**src/rtl/spi_reg_pkg.sv**
```systemverilog
package spi_reg_pkg;
  localparam int BYTE_W      = 8;
  localparam int FRAME_BYTES = 3;
  localparam int FRAME_BITS  = BYTE_W * FRAME_BYTES;
  localparam logic [BYTE_W-1:0] CMD_WRITE = 8'h02;
  localparam logic [BYTE_W-1:0] CMD_READ  = 8'h03;
endpackage

```
**src/rtl/spi_sync.sv**
```systemverilog
module spi_sync #(
  parameter int W = 1,
  parameter logic [W-1:0] RST_VAL = '0
) (
  input  logic         clk,
  input  logic         rst,
  input  logic [W-1:0] d_i,
  output logic [W-1:0] q_o
);
  logic [W-1:0] meta_q;
  logic [W-1:0] stab_q;

  for (genvar i = 0; i < W; i++) begin : g_bit
    always_ff @(posedge clk) begin
      if (rst) begin
        meta_q[i] <= RST_VAL[i];
        stab_q[i] <= RST_VAL[i];
      end else begin
        meta_q[i] <= d_i[i];
        stab_q[i] <= meta_q[i];
      end
    end
  end

  assign q_o = stab_q;
endmodule

```
**src/rtl/spi_frame_ctrl.sv**
```systemverilog
module spi_frame_ctrl
  import spi_reg_pkg::*;
(
  input  logic              clk,
  input  logic              rst,
  input  logic              active_i,
  input  logic              rise_i,
  input  logic              fall_i,
  input  logic              mosi_i,
  input  logic [BYTE_W-1:0] rd_data_i,
  output logic [BYTE_W-1:0] rd_addr_o,
  output logic              wr_en_o,
  output logic [BYTE_W-1:0] wr_addr_o,
  output logic [BYTE_W-1:0] wr_data_o,
  output logic              miso_o,
  output logic              oe_o
);
  localparam int CNT_W = $clog2(FRAME_BITS + 1);
  localparam logic [CNT_W-1:0] CMD_LAST  = CNT_W'(BYTE_W - 1);
  localparam logic [CNT_W-1:0] ADR_LAST  = CNT_W'(2 * BYTE_W - 1);
  localparam logic [CNT_W-1:0] DAT_START = CNT_W'(2 * BYTE_W);
  localparam logic [CNT_W-1:0] BIT_LAST  = CNT_W'(FRAME_BITS - 1);
  localparam logic [CNT_W-1:0] BIT_END   = CNT_W'(FRAME_BITS);

  logic [CNT_W-1:0]  cnt_q;
  logic [BYTE_W-1:0] sh_q, sh_next;
  logic [BYTE_W-1:0] cmd_q, adr_q, tx_q;
  logic              oe_q, miso_q, wr_q;
  logic [BYTE_W-1:0] wa_q, wd_q;

  assign sh_next = {sh_q[BYTE_W-2:0], mosi_i};

  always_ff @(posedge clk) begin
    if (rst) begin
      cnt_q  <= '0;
      sh_q   <= '0;
      cmd_q  <= '0;
      adr_q  <= '0;
      tx_q   <= '0;
      oe_q   <= 1'b0;
      miso_q <= 1'b0;
      wr_q   <= 1'b0;
      wa_q   <= '0;
      wd_q   <= '0;
    end else begin
      wr_q <= 1'b0;
      if (!active_i) begin
        cnt_q  <= '0;
        oe_q   <= 1'b0;
        miso_q <= 1'b0;
      end else begin
        if (rise_i && cnt_q < BIT_END) begin
          cnt_q <= cnt_q + 1'b1;
          sh_q  <= sh_next;
          if (cnt_q == CMD_LAST) cmd_q <= sh_next;
          if (cnt_q == ADR_LAST) adr_q <= sh_next;
          if (cnt_q == BIT_LAST && cmd_q == CMD_WRITE) begin
            wr_q <= 1'b1;
            wa_q <= adr_q;
            wd_q <= sh_next;
          end
        end
        if (fall_i) begin
          if (cnt_q == DAT_START && cmd_q == CMD_READ) begin
            miso_q <= rd_data_i[BYTE_W-1];
            tx_q   <= {rd_data_i[BYTE_W-2:0], 1'b0};
            oe_q   <= 1'b1;
          end else if (cnt_q == BIT_END) begin
            oe_q <= 1'b0;
          end else if (cnt_q > DAT_START && oe_q) begin
            miso_q <= tx_q[BYTE_W-1];
            tx_q   <= {tx_q[BYTE_W-2:0], 1'b0};
          end
        end
      end
    end
  end

  assign rd_addr_o = adr_q;
  assign wr_en_o   = wr_q;
  assign wr_addr_o = wa_q;
  assign wr_data_o = wd_q;
  assign miso_o    = miso_q;
  assign oe_o      = oe_q;

  // never drive before the data byte has begun
  assert_hiz_head_R4: assert property (@(posedge clk) disable iff (rst)
    (cnt_q < DAT_START) |-> !oe_q);
  // only a read command may enable the output
  assert_oe_read_only_R7: assert property (@(posedge clk) disable iff (rst)
    oe_q |-> (cmd_q == CMD_READ));
  // a commit only follows a full frame under select
  assert_commit_full_R8: assert property (@(posedge clk) disable iff (rst)
    wr_q |-> (cnt_q == BIT_END));
  // a commit requires the write command
  assert_commit_cmd_R2: assert property (@(posedge clk) disable iff (rst)
    wr_q |-> (cmd_q == CMD_WRITE));
endmodule

```
**src/rtl/spi_reg_bank.sv**
```systemverilog
module spi_reg_bank
  import spi_reg_pkg::*;
#(
  parameter int DEPTH = 16,
  parameter logic [BYTE_W-1:0] TRC_ADDR_LOC = 8'hFE,
  parameter logic [BYTE_W-1:0] TRC_DATA_LOC = 8'hFF
) (
  input  logic              clk,
  input  logic              rst,
  input  logic              wr_en_i,
  input  logic [BYTE_W-1:0] wr_addr_i,
  input  logic [BYTE_W-1:0] wr_data_i,
  input  logic [BYTE_W-1:0] rd_addr_i,
  output logic [BYTE_W-1:0] rd_data_o
);
  localparam int IDX_W = (DEPTH > 1) ? $clog2(DEPTH) : 1;
  localparam logic [BYTE_W:0] DEPTH_V = (BYTE_W+1)'(DEPTH);

  typedef enum logic [1:0] {SEL_MEM, SEL_TA, SEL_TD, SEL_NONE} rd_sel_e;

  logic [BYTE_W-1:0] mem [DEPTH];
  logic [BYTE_W-1:0] mem_q;
  logic [BYTE_W-1:0] trc_a_q, trc_d_q;
  rd_sel_e           sel_q, sel_d;
  logic              wr_in_bank;

  assign wr_in_bank = ({1'b0, wr_addr_i} < DEPTH_V) &&
                      (wr_addr_i != TRC_ADDR_LOC) && (wr_addr_i != TRC_DATA_LOC);

  always_ff @(posedge clk) begin
    if (wr_en_i && wr_in_bank) mem[wr_addr_i[IDX_W-1:0]] <= wr_data_i;
    mem_q <= mem[rd_addr_i[IDX_W-1:0]];
  end

  always_comb begin
    if (rd_addr_i == TRC_ADDR_LOC)               sel_d = SEL_TA;
    else if (rd_addr_i == TRC_DATA_LOC)          sel_d = SEL_TD;
    else if ({1'b0, rd_addr_i} < DEPTH_V)        sel_d = SEL_MEM;
    else                                         sel_d = SEL_NONE;
  end

  always_ff @(posedge clk) begin
    if (rst) begin
      trc_a_q <= '0;
      trc_d_q <= '0;
      sel_q   <= SEL_NONE;
    end else begin
      sel_q <= sel_d;
      if (wr_en_i) begin
        trc_a_q <= wr_addr_i;
        trc_d_q <= wr_data_i;
      end
    end
  end

  always_comb begin
    case (sel_q)
      SEL_MEM: rd_data_o = mem_q;
      SEL_TA:  rd_data_o = trc_a_q;
      SEL_TD:  rd_data_o = trc_d_q;
      default: rd_data_o = '0;
    endcase
  end

  // trace registers follow every committed write
  assert_trace_capture_R5: assert property (@(posedge clk) disable iff (rst)
    wr_en_i |=> (trc_a_q == $past(wr_addr_i)) && (trc_d_q == $past(wr_data_i)));
  // trace registers hold without a write
  assert_trace_hold_R5: assert property (@(posedge clk) disable iff (rst)
    !wr_en_i |=> $stable(trc_a_q) && $stable(trc_d_q));
  // unmapped addresses read as zero
  assert_unmapped_zero_R9: assert property (@(posedge clk) disable iff (rst)
    ({1'b0, rd_addr_i} >= DEPTH_V && rd_addr_i != TRC_ADDR_LOC &&
     rd_addr_i != TRC_DATA_LOC) |=> (rd_data_o == '0));
endmodule

```
**src/rtl/spi_reg_slave.sv**
```systemverilog
module spi_reg_slave
  import spi_reg_pkg::*;
#(
  parameter int DEPTH = 16,
  parameter logic [7:0] TRC_ADDR_LOC = 8'hFE,
  parameter logic [7:0] TRC_DATA_LOC = 8'hFF
) (
  input  logic clk,
  input  logic rst,
  input  logic sclk_i,
  input  logic cs_n_i,
  input  logic mosi_i,
  output logic miso_o,
  output logic miso_oe_o
);
  logic [2:0]        sync_q;
  logic              sclk_s, cs_n_s, mosi_s, sclk_d;
  logic              rise, fall, active;
  logic [BYTE_W-1:0] rd_addr, rd_data, wr_addr, wr_data;
  logic              wr_en;

  spi_sync #(.W(3), .RST_VAL(3'b010)) u_sync (
    .clk (clk),
    .rst (rst),
    .d_i ({sclk_i, cs_n_i, mosi_i}),
    .q_o (sync_q)
  );

  assign {sclk_s, cs_n_s, mosi_s} = sync_q;

  always_ff @(posedge clk) begin
    if (rst) sclk_d <= 1'b0;
    else     sclk_d <= sclk_s;
  end

  assign rise   = sclk_s & ~sclk_d;
  assign fall   = ~sclk_s & sclk_d;
  assign active = ~cs_n_s;

  spi_frame_ctrl u_ctrl (
    .clk       (clk),
    .rst       (rst),
    .active_i  (active),
    .rise_i    (rise),
    .fall_i    (fall),
    .mosi_i    (mosi_s),
    .rd_data_i (rd_data),
    .rd_addr_o (rd_addr),
    .wr_en_o   (wr_en),
    .wr_addr_o (wr_addr),
    .wr_data_o (wr_data),
    .miso_o    (miso_o),
    .oe_o      (miso_oe_o)
  );

  spi_reg_bank #(
    .DEPTH        (DEPTH),
    .TRC_ADDR_LOC (TRC_ADDR_LOC),
    .TRC_DATA_LOC (TRC_DATA_LOC)
  ) u_bank (
    .clk       (clk),
    .rst       (rst),
    .wr_en_i   (wr_en),
    .wr_addr_i (wr_addr),
    .wr_data_i (wr_data),
    .rd_addr_i (rd_addr),
    .rd_data_o (rd_data)
  );

  // deselect releases the output line
  assert_release_idle_R4: assert property (@(posedge clk) disable iff (rst)
    !active |=> !miso_oe_o);
endmodule

```
**config.mk**
```make
export PLATFORM = sky130hd
export DESIGN_NAME = spi_reg_slave
export DESIGN_NICKNAME = d
export VERILOG_FILES = /design/src/rtl/spi_reg_pkg.sv /design/src/rtl/spi_sync.sv /design/src/rtl/spi_frame_ctrl.sv /design/src/rtl/spi_reg_bank.sv /design/src/rtl/spi_reg_slave.sv
export SDC_FILE = /design/constraint.sdc
export NUM_CORES = 1
export LEC_CHECK = 0
export BUFFER_PORTS_ARGS = -buffer_cell sky130_fd_sc_hd__clkbuf_2
export CORE_ASPECT_RATIO = 0.5
export CORE_MARGIN = 2
export CORE_UTILIZATION = 50
export CTS_BUF_LIST = sky130_fd_sc_hd__clkbuf_4
export DETAILED_ROUTE_END_ITERATION = 10
export GPL_ROUTABILITY_DRIVEN = 0
export PLACE_DENSITY = 0.63
export SETUP_SLACK_MARGIN = 0.15
export SLEW_MARGIN = 30
export SYNTH_ARGS = -nofsm -noshare
export SYNTH_HDL_FRONTEND = slang
export SYNTH_HIERARCHICAL = 1
export SYNTH_SLANG_ARGS = --single-unit
```
**constraint.sdc**
```tcl
create_clock -name clk -period 2.8 [get_ports clk]
set_input_delay 0.14 -clock clk [delete_from_list [all_inputs] [get_ports clk]]
set_output_delay 0.14 -clock clk [all_outputs]
set_load 0.01 [all_outputs]
```
==> out/qor.csv, run 1 <==
metric,value,unit
min_from,cs_n_i,
worst_ir_drop_vdd,0.327,mV
ys_ff_latch,215,
worstPathArrival,2.42,ns
whs,0.272,ns
drt_iter0_drc,482,
avgSynthCellArea,13.9,µm²
p_per_area,612,mW/mm²
drv_slew,0,
drc,0,
grt_overflow,0,
finalSetupViolCount,0,
fp.coreArea,0.0165,mm²
antenna_found_initial,0,
cts_setup_buffers,0,
diodes,0,
cts.reportedPaths.clkPinSlew,0.07,ns
area_delta_synth_final,11.9,%
power_leakage,3.17,nW
grt_use_total,20.6,%
crit_type,register to register,
tightest_slew,0.836,ns
synth_edf_count,128,
pwr-share-comb,0.8,%
fin_crit,2.17,ns
yosysMostFrequentCell,edfxtp_1,
wl,17.9,mm
fin_crit_sh,77.4,%
start_util,51.5,%
met1_usage,28.8,%
drive_above_1_share,18.6,%
ioPinCount,7,
io_buffers,6,
max-cap-violations,0,
multiInputGateArea,0.00270,mm²
status,finished clean,
fp.dieH,96.2,µm
slew_headroom,44.2,%
cts_sinks,215,
cts_root_buf,clkbuf_4,
required,3.05,ns
htreeDepth,2,
switchingPower,0.00119,W
r2r-end,u_bank/mem[4][3],
worst_hold_path_type,primary input to register,
tns,0,ns
synth_ff_type,edfxtp_1,
cts_buffer_depth,3,
critPathLaunchType,register,
p_int,0.00464,W
hold_violations,0,
firstDrtPassIters,5,
grt_busiest_layer,met2,
met2_usage,32.3,%
fillers,1351,
grt_use_met3,4.81,%
rows,33,
async_flop_share,0,%
ys_seq_area_share,65.7,%
syn_area,0.00851,mm²
reg2reg_depth,4,
grt_max_degree,67,
synth_area_leaders,"edfxtp_1 45%, dfxtp_1 20%, mux2i_1 7.4%",
hold-path-cell-count,3,
cts_tree,done,
min_to,u_sync/meta_q[1],
critical_path.endpoint_type,register,
fp.dieW,188,µm
ant_nets,0,
numCtsBuffers,49,
power_frac_clock,42.2,%
dieArea,0.0181,mm²
viasPerCell,5.57,
regArea,0.00559,mm²
grt_pass1_vias,5055,
grt_first_pass_wirelength,28.0,mm
regToRegSetupSlack,0.63,ns
synth_warnings,6,
clock_latency,0.61,ns
rsz0062_at_grt,false,
ys_types,53,
synth_cells,612,
synth_largest_area_cell,edfxtp_1,
netlist.area_leader.share,45.2,%
vias,5155,
reg2reg_from,u_ctrl/wr_addr_o[4],
yosys-top-cells-count,"128 x edfxtp_1, 87 x dfxtp_1, 63 x mux2i_1",
clock_skew,0.0445,ns
switching_share,20.4,%
nets,673,
syn_nets,620,
power_frac_seq,57.1,%
post_drt_wl_per_cell,19.3,µm
crit_fanout,8,
place.detailed.hpwl,11.0,mm
clock.fmax,462,MHz
[routing by layer]
metal,wire [µm],share of wire (%)
met1,8230,46
met2,7980,45
met3,1290,7.2
met4,348,1.9
met5,0,0
[power groups by stage]
stage	clock network (W)	registers, W	logic [W]
finish	0.00246	0.00332	0.0000457
global route	0.00269	0.00332	0.0000502
CTS	0.00253	0.00332	0.0000460
detailed placement	0	0.00339	0.0000415
global placement	0	0.00339	0.0000414
floorplan	0	0.00339	0.0000330
[cells by family (layout without fill, tap and decap cells)]
kind of cell | after synthesis | count (layout) | synth area share, %
buffers and inverters | 41 | 128 | 2.59
AOI/OAI and AO/OA | 102 | 102 | 6.99
DFF | 215 | 215 | 65.7
muxes | 87 | 87 | 14.3
adders and majority gates | 3 | 3 | 0.441
xor gates and xnor gates | 3 | 3 | 0.309
and+or+nand+nor | 161 | 161 | 9.72
[worst max path at each step]
stage,startpoint,to,cells past startpoint
6_report,u_ctrl/wr_addr_o[4],u_bank/mem[4][3],4
3_3_place_gp,u_ctrl/wr_addr_o[7],u_bank/mem[4][6],4
4_1_cts,u_ctrl/wr_addr_o[4],u_bank/mem[4][4],4
5_1_grt,u_ctrl/wr_addr_o[4],u_bank/mem[4][3],4
3_5_place_dp,u_ctrl/wr_addr_o[7],u_bank/mem[4][2],4
2_1_floorplan,u_ctrl/wr_addr_o[7],u_bank/mem[0][0],4
[repair_timing]
| item | in CTS | in global routing |
|---|---|---|
| resized for setup | 0 | 0 |
| endpoints found under the hold margin | 9 | 0 |
| hold buffers | 4 | 0 |
[layout make-up]
| class | instances | area share [%] |
|---|---|---|
| Clock buffer | 75 | 5.92 |
| Clock inverter | 10 | 0.671 |
| Inverter | 7 | 0.276 |
| Multi-Input combinational cell | 356 | 28.4 |
| Sequential cell | 215 | 58.7 |
| Tap cell | 227 | 2.98 |
| Timing Repair Buffer | 36 | 3.05 |
[placed cells by master (no fill, tap or decap), types with 9 or more instances in the layout]
master,netlist,final
edfxtp_1,128,128
mux4_1,12,12
o21ai_0,26,26
nor2b_1,11,11
clkinv_1,0,9
nand3_1,27,27
nand2_1,35,35
buf_4,3,24
mux4_2,12,12
a21oi_1,41,41
mux2i_1,63,63
nor2_1,46,46
dfxtp_1,87,86
clkbuf_4,0,75
[sequential cells by signal, summed over array words and instances (netlist names), 5 cells and up]
signal / count
u_bank/mem: 128
u_bank/mem_q: 8
u_bank/trc_a_q: 8
u_bank/trc_d_q: 8
u_ctrl/cmd_q: 8
u_ctrl/rd_addr_o: 8
u_ctrl/wr_addr_o: 8
u_ctrl/wr_data_o: 8
u_ctrl/sh_q: 7
u_ctrl/tx_q: 7
u_ctrl/cnt_q: 5
[critical path, cell delays in order (launching register included)]
cell,delay [ns]
dfxtp_1,0.34
nor4_2,0.46
nand2_1,0.09
or3_1,0.38
nor2_1,0.55
[through the flow]
step	area (µm²)	utilization, %	setup WS [ns]	total power, W	cells
floorplan	8510	-	0.703	0.00342	612
global placement	8850	53.6	0.729	0.00344	837
detailed placement	8850	53.6	0.657	0.00344	837
CTS	9520	57.6	0.684	0.00590	926
global route	9520	57.6	0.528	0.00607	926
finish	9520	57.6	0.634	0.00582	926
Note: power is estimated with default switching activity, not from simulation.
==> inputs of run 2 (changes only) <==
- ABC_AREA: default -> 1
- PLACE_DENSITY: 0.63 -> 0.66
- clock period: 2.8 -> 1.96 ns (I/O delays scaled with it)
==> out/qor.csv, run 2 <==
metric,value,unit,change
diodes,0,,unchanged
grt_first_pass_wirelength,33.0,mm,was 28.0 mm
synth_compound_area_share,4.84,%,was 6.99%
fp.dieH,99.2,µm,was 96.2 µm
area_delta_synth_final,11.7,%,was 11.9%
fin_area,0.0101,mm²,was 0.00952 mm²
critPathLaunchType,register,,unchanged
synth_top_family_by_area,simple AND/OR/NAND/NOR gates,,was multiplexers
drv_slew,0,,unchanged
worst_ir_drop_vdd,0.502,mV,was 0.327 mV
antenna_found_initial,0,,unchanged
power_frac_seq,57.7,%,was 57.1%
power_frac_clock,41.2,%,was 42.2%
finalSetupViolCount,0,,unchanged
clock_latency,0.62,ns,was 0.61 ns
switchingPower,0.00172,W,was 0.00119 W
synth_largest_area_cell,edfxtp_1,,unchanged
synth_cells,1027,,was 612
cts_buffer_depth,3,,unchanged
firstDrtPassIters,5,,unchanged
netlist.area_leader.share,42.4,%,was 45.2%
vias,6879,,"was 5,155"
synth_xor_area_share,0,%,was 0.309%
grt_overflow,0,,unchanged
hold_violations,0,,unchanged
grt_use_total,21.9,%,was 20.6%
dpl_cell_area,0.00943,mm²,was 0.00885 mm²
avgSynthCellArea,8.83,µm²,was 13.9 µm²
p_int,0.00650,W,was 0.00464 W
required,2.26,ns,was 3.05 ns
max-cap-violations,0,,unchanged
status,finished clean,,unchanged
syn_area,0.00907,mm²,was 0.00851 mm²
io_buffers,6,,unchanged
pwr-share-comb,1.1,%,was 0.8%
drt_iter0_drc,585,,was 482
ys_ff_latch,215,,unchanged
worst_hold_path_type,primary input to register,,unchanged
rsz0062_at_grt,false,,unchanged
place.detailed.hpwl,13.0,mm,was 11.0 mm
synth-simple-area-share,24.9,%,was 9.72%
fin_ws,0.295,ns,was 0.634 ns
yosysMostFrequentCell,nand2_1,,was edfxtp_1
pre_cts_ws,0.194,ns,was 0.657 ns
synth_area_leaders,"edfxtp_1 42%, dfxtp_1 19%, nand2_1 13%",,"was edfxtp_1 45%, dfxtp_1 20%, mux2i_1 7.4%"
tightest_slew,0.729,ns,was 0.836 ns
fin_crit,1.66,ns,was 2.17 ns
switching_share,20.9,%,was 20.4%
rows,34,,was 33
wl,20.6,mm,was 17.9 mm
start_util,51.6,%,was 51.5%
ioPinCount,7,,unchanged
cts_sinks,215,,unchanged
clock_skew,0.0286,ns,was 0.0445 ns
cts_setup_buffers,0,,unchanged
yosys-top-cells-count,"325 x nand2_1, 129 x nor2_1, 128 x edfxtp_1",,"was 128 x edfxtp_1, 87 x dfxtp_1, 63 x mux2i_1"
fin_crit_sh,84.9,%,was 77.4%
synth_adder_area_share,0.414,%,was 0.441%
cts_tree,done,,unchanged
ys_seq_area_share,61.6,%,was 65.7%
grt_max_degree,51,,was 67
post_drt_wl_per_cell,15.2,µm,was 19.3 µm
critical_path.endpoint_type,register,,unchanged
grt_pass1_vias,6606,,"was 5,055"
crit_fanout,8,,unchanged
htreeDepth,2,,unchanged
synth_edf_count,128,,unchanged
synth_ff_type,edfxtp_1,,unchanged
drive_above_1_share,12.0,%,was 18.6%
final_common_cell,nand2_1,,was edfxtp_1
syn_nets,1035,,was 620
largest_reg_flops,128,,unchanged
muxShareOfSynthArea,0,%,was 14.3%
p_per_area,811,mW/mm²,was 612 mW/mm²
mostFrequentLayoutCells,"324 x nand2_1, 128 x nor2_1, 128 x edfxtp_1",,"was 128 x edfxtp_1, 86 x dfxtp_1, 75 x clkbuf_4"
worstPathArrival,1.97,ns,was 2.42 ns
crit_type,register to register,,unchanged
dieArea,0.0193,mm²,was 0.0181 mm²
fillers,1543,,"was 1,351"
clock.fmax,601,MHz,was 462 MHz
async_flop_share,0,%,unchanged
ys_types,30,,was 53
regArea,0.00559,mm²,unchanged
ant_nets,0,,unchanged
drc,0,,unchanged
fp.dieW,194,µm,was 188 µm
tns,0,ns,unchanged
viasPerCell,5.07,,was 5.57
multiInputGateArea,0.00275,mm²,was 0.00270 mm²
power_leakage,4.40,nW,was 3.17 nW
cts_root_buf,clkbuf_4,,unchanged
nets,1096,,was 673
fp.coreArea,0.0176,mm²,was 0.0165 mm²
cts.reportedPaths.clkPinSlew,0.07,ns,about the same
synth_warnings,6,,unchanged
slew_headroom,51.4,%,was 44.2%
numCtsBuffers,48,,was 49
run 2: changes by cell type after synthesis, moves of 11 or more:
cell     delta
mux2i_1    -63
o21ai_0    +27
nor2_1     +83
mux4_2     -12
nand3_1    +50
inv_1     +120
a21oi_1    -15
nand2_1   +290
nor2b_1    -11
mux4_1     -12
run 2: cell type report:
| type | instances | share of cell area, % |
|---|---|---|
| flip-flops and latches | 215 | 55.2 |
| clock buffers | 75 | 5.56 |
| inverters | 133 | 4.95 |
| clock inverters | 11 | 0.408 |
| well taps | 234 | 2.89 |
| multi-input cells | 640 | 27.2 |
| repair buffers | 50 | 3.85 |
run 2: logic make-up (layout without fill, tap and decap cells):
family	count (synthesis)	in the layout
adders and majority gates	3	3
AOI/OAI and AO/OA	85	85
and+or+nand+nor	552	552
buffers and inverters	172	269
DFF	215	215
run 2: path summary, 6_finish.rpt:
| check | from | end | slack (ns) | depth (start not counted) |
|---|---|---|---|---|
| max reg2reg | u_ctrl/wr_addr_o[4] | u_bank/mem[11][2] | 0.30 | 4 |
| min reg2reg | u_sync/meta_q[2] | u_sync/q_o[2] | 0.41 | 2 |
| min | rst | sclk_d | 0.32 | 3 |
| max | u_ctrl/wr_addr_o[4] | u_bank/mem[11][2] | 0.30 | 4 |
run 2: power by group through the flow:
stage / logic, W / clock network (W) / registers, W
2_1_floorplan: 0.0000543 / 0 / 0.00484
3_3_place_gp: 0.0000777 / 0 / 0.00485
3_5_place_dp: 0.0000783 / 0 / 0.00485
4_1_cts: 0.0000896 / 0.00347 / 0.00474
5_1_grt: 0.000103 / 0.00369 / 0.00474
6_report: 0.0000901 / 0.00338 / 0.00475
run 2: timing repair:
action                     in CTS  in global routing
gates resized for setup         0                  4
setup endpoints to repair       0                124
hold buffers                    7                  0
hold endpoints to repair       15                  0
run 2: per-layer routing:
| layer | track usage, % | share of wire, % | vias up |
|---|---|---|---|
| met5 | 0 | 0 | - |
| met2 | 36.8 | 46 | 222 |
| met4 | 7.04 | 1.9 | 0 |
| li1 | - | - | 3422 |
| met1 | 29.0 | 45 | 3190 |
| met3 | 4.44 | 7.1 | 45 |
run 2: worst max-delay path: stages (launching register included):
cell and delay [ns]:
dfxtp_1 0.35, nor4_4 0.37, nand2_1 0.28, nor2_1 0.18, buf_4 0.19
run 2: stage by stage:
step	util, %	instances	hold slack [ns]	power, W
global route	57.7	1358	0.303	0.00853
floorplan	-	1027	0.167	0.00490
CTS	57.5	1358	0.295	0.00830
finish	57.7	1358	0.317	0.00822
global placement	53.7	1265	0.285	0.00492
detailed placement	53.7	1265	0.293	0.00492
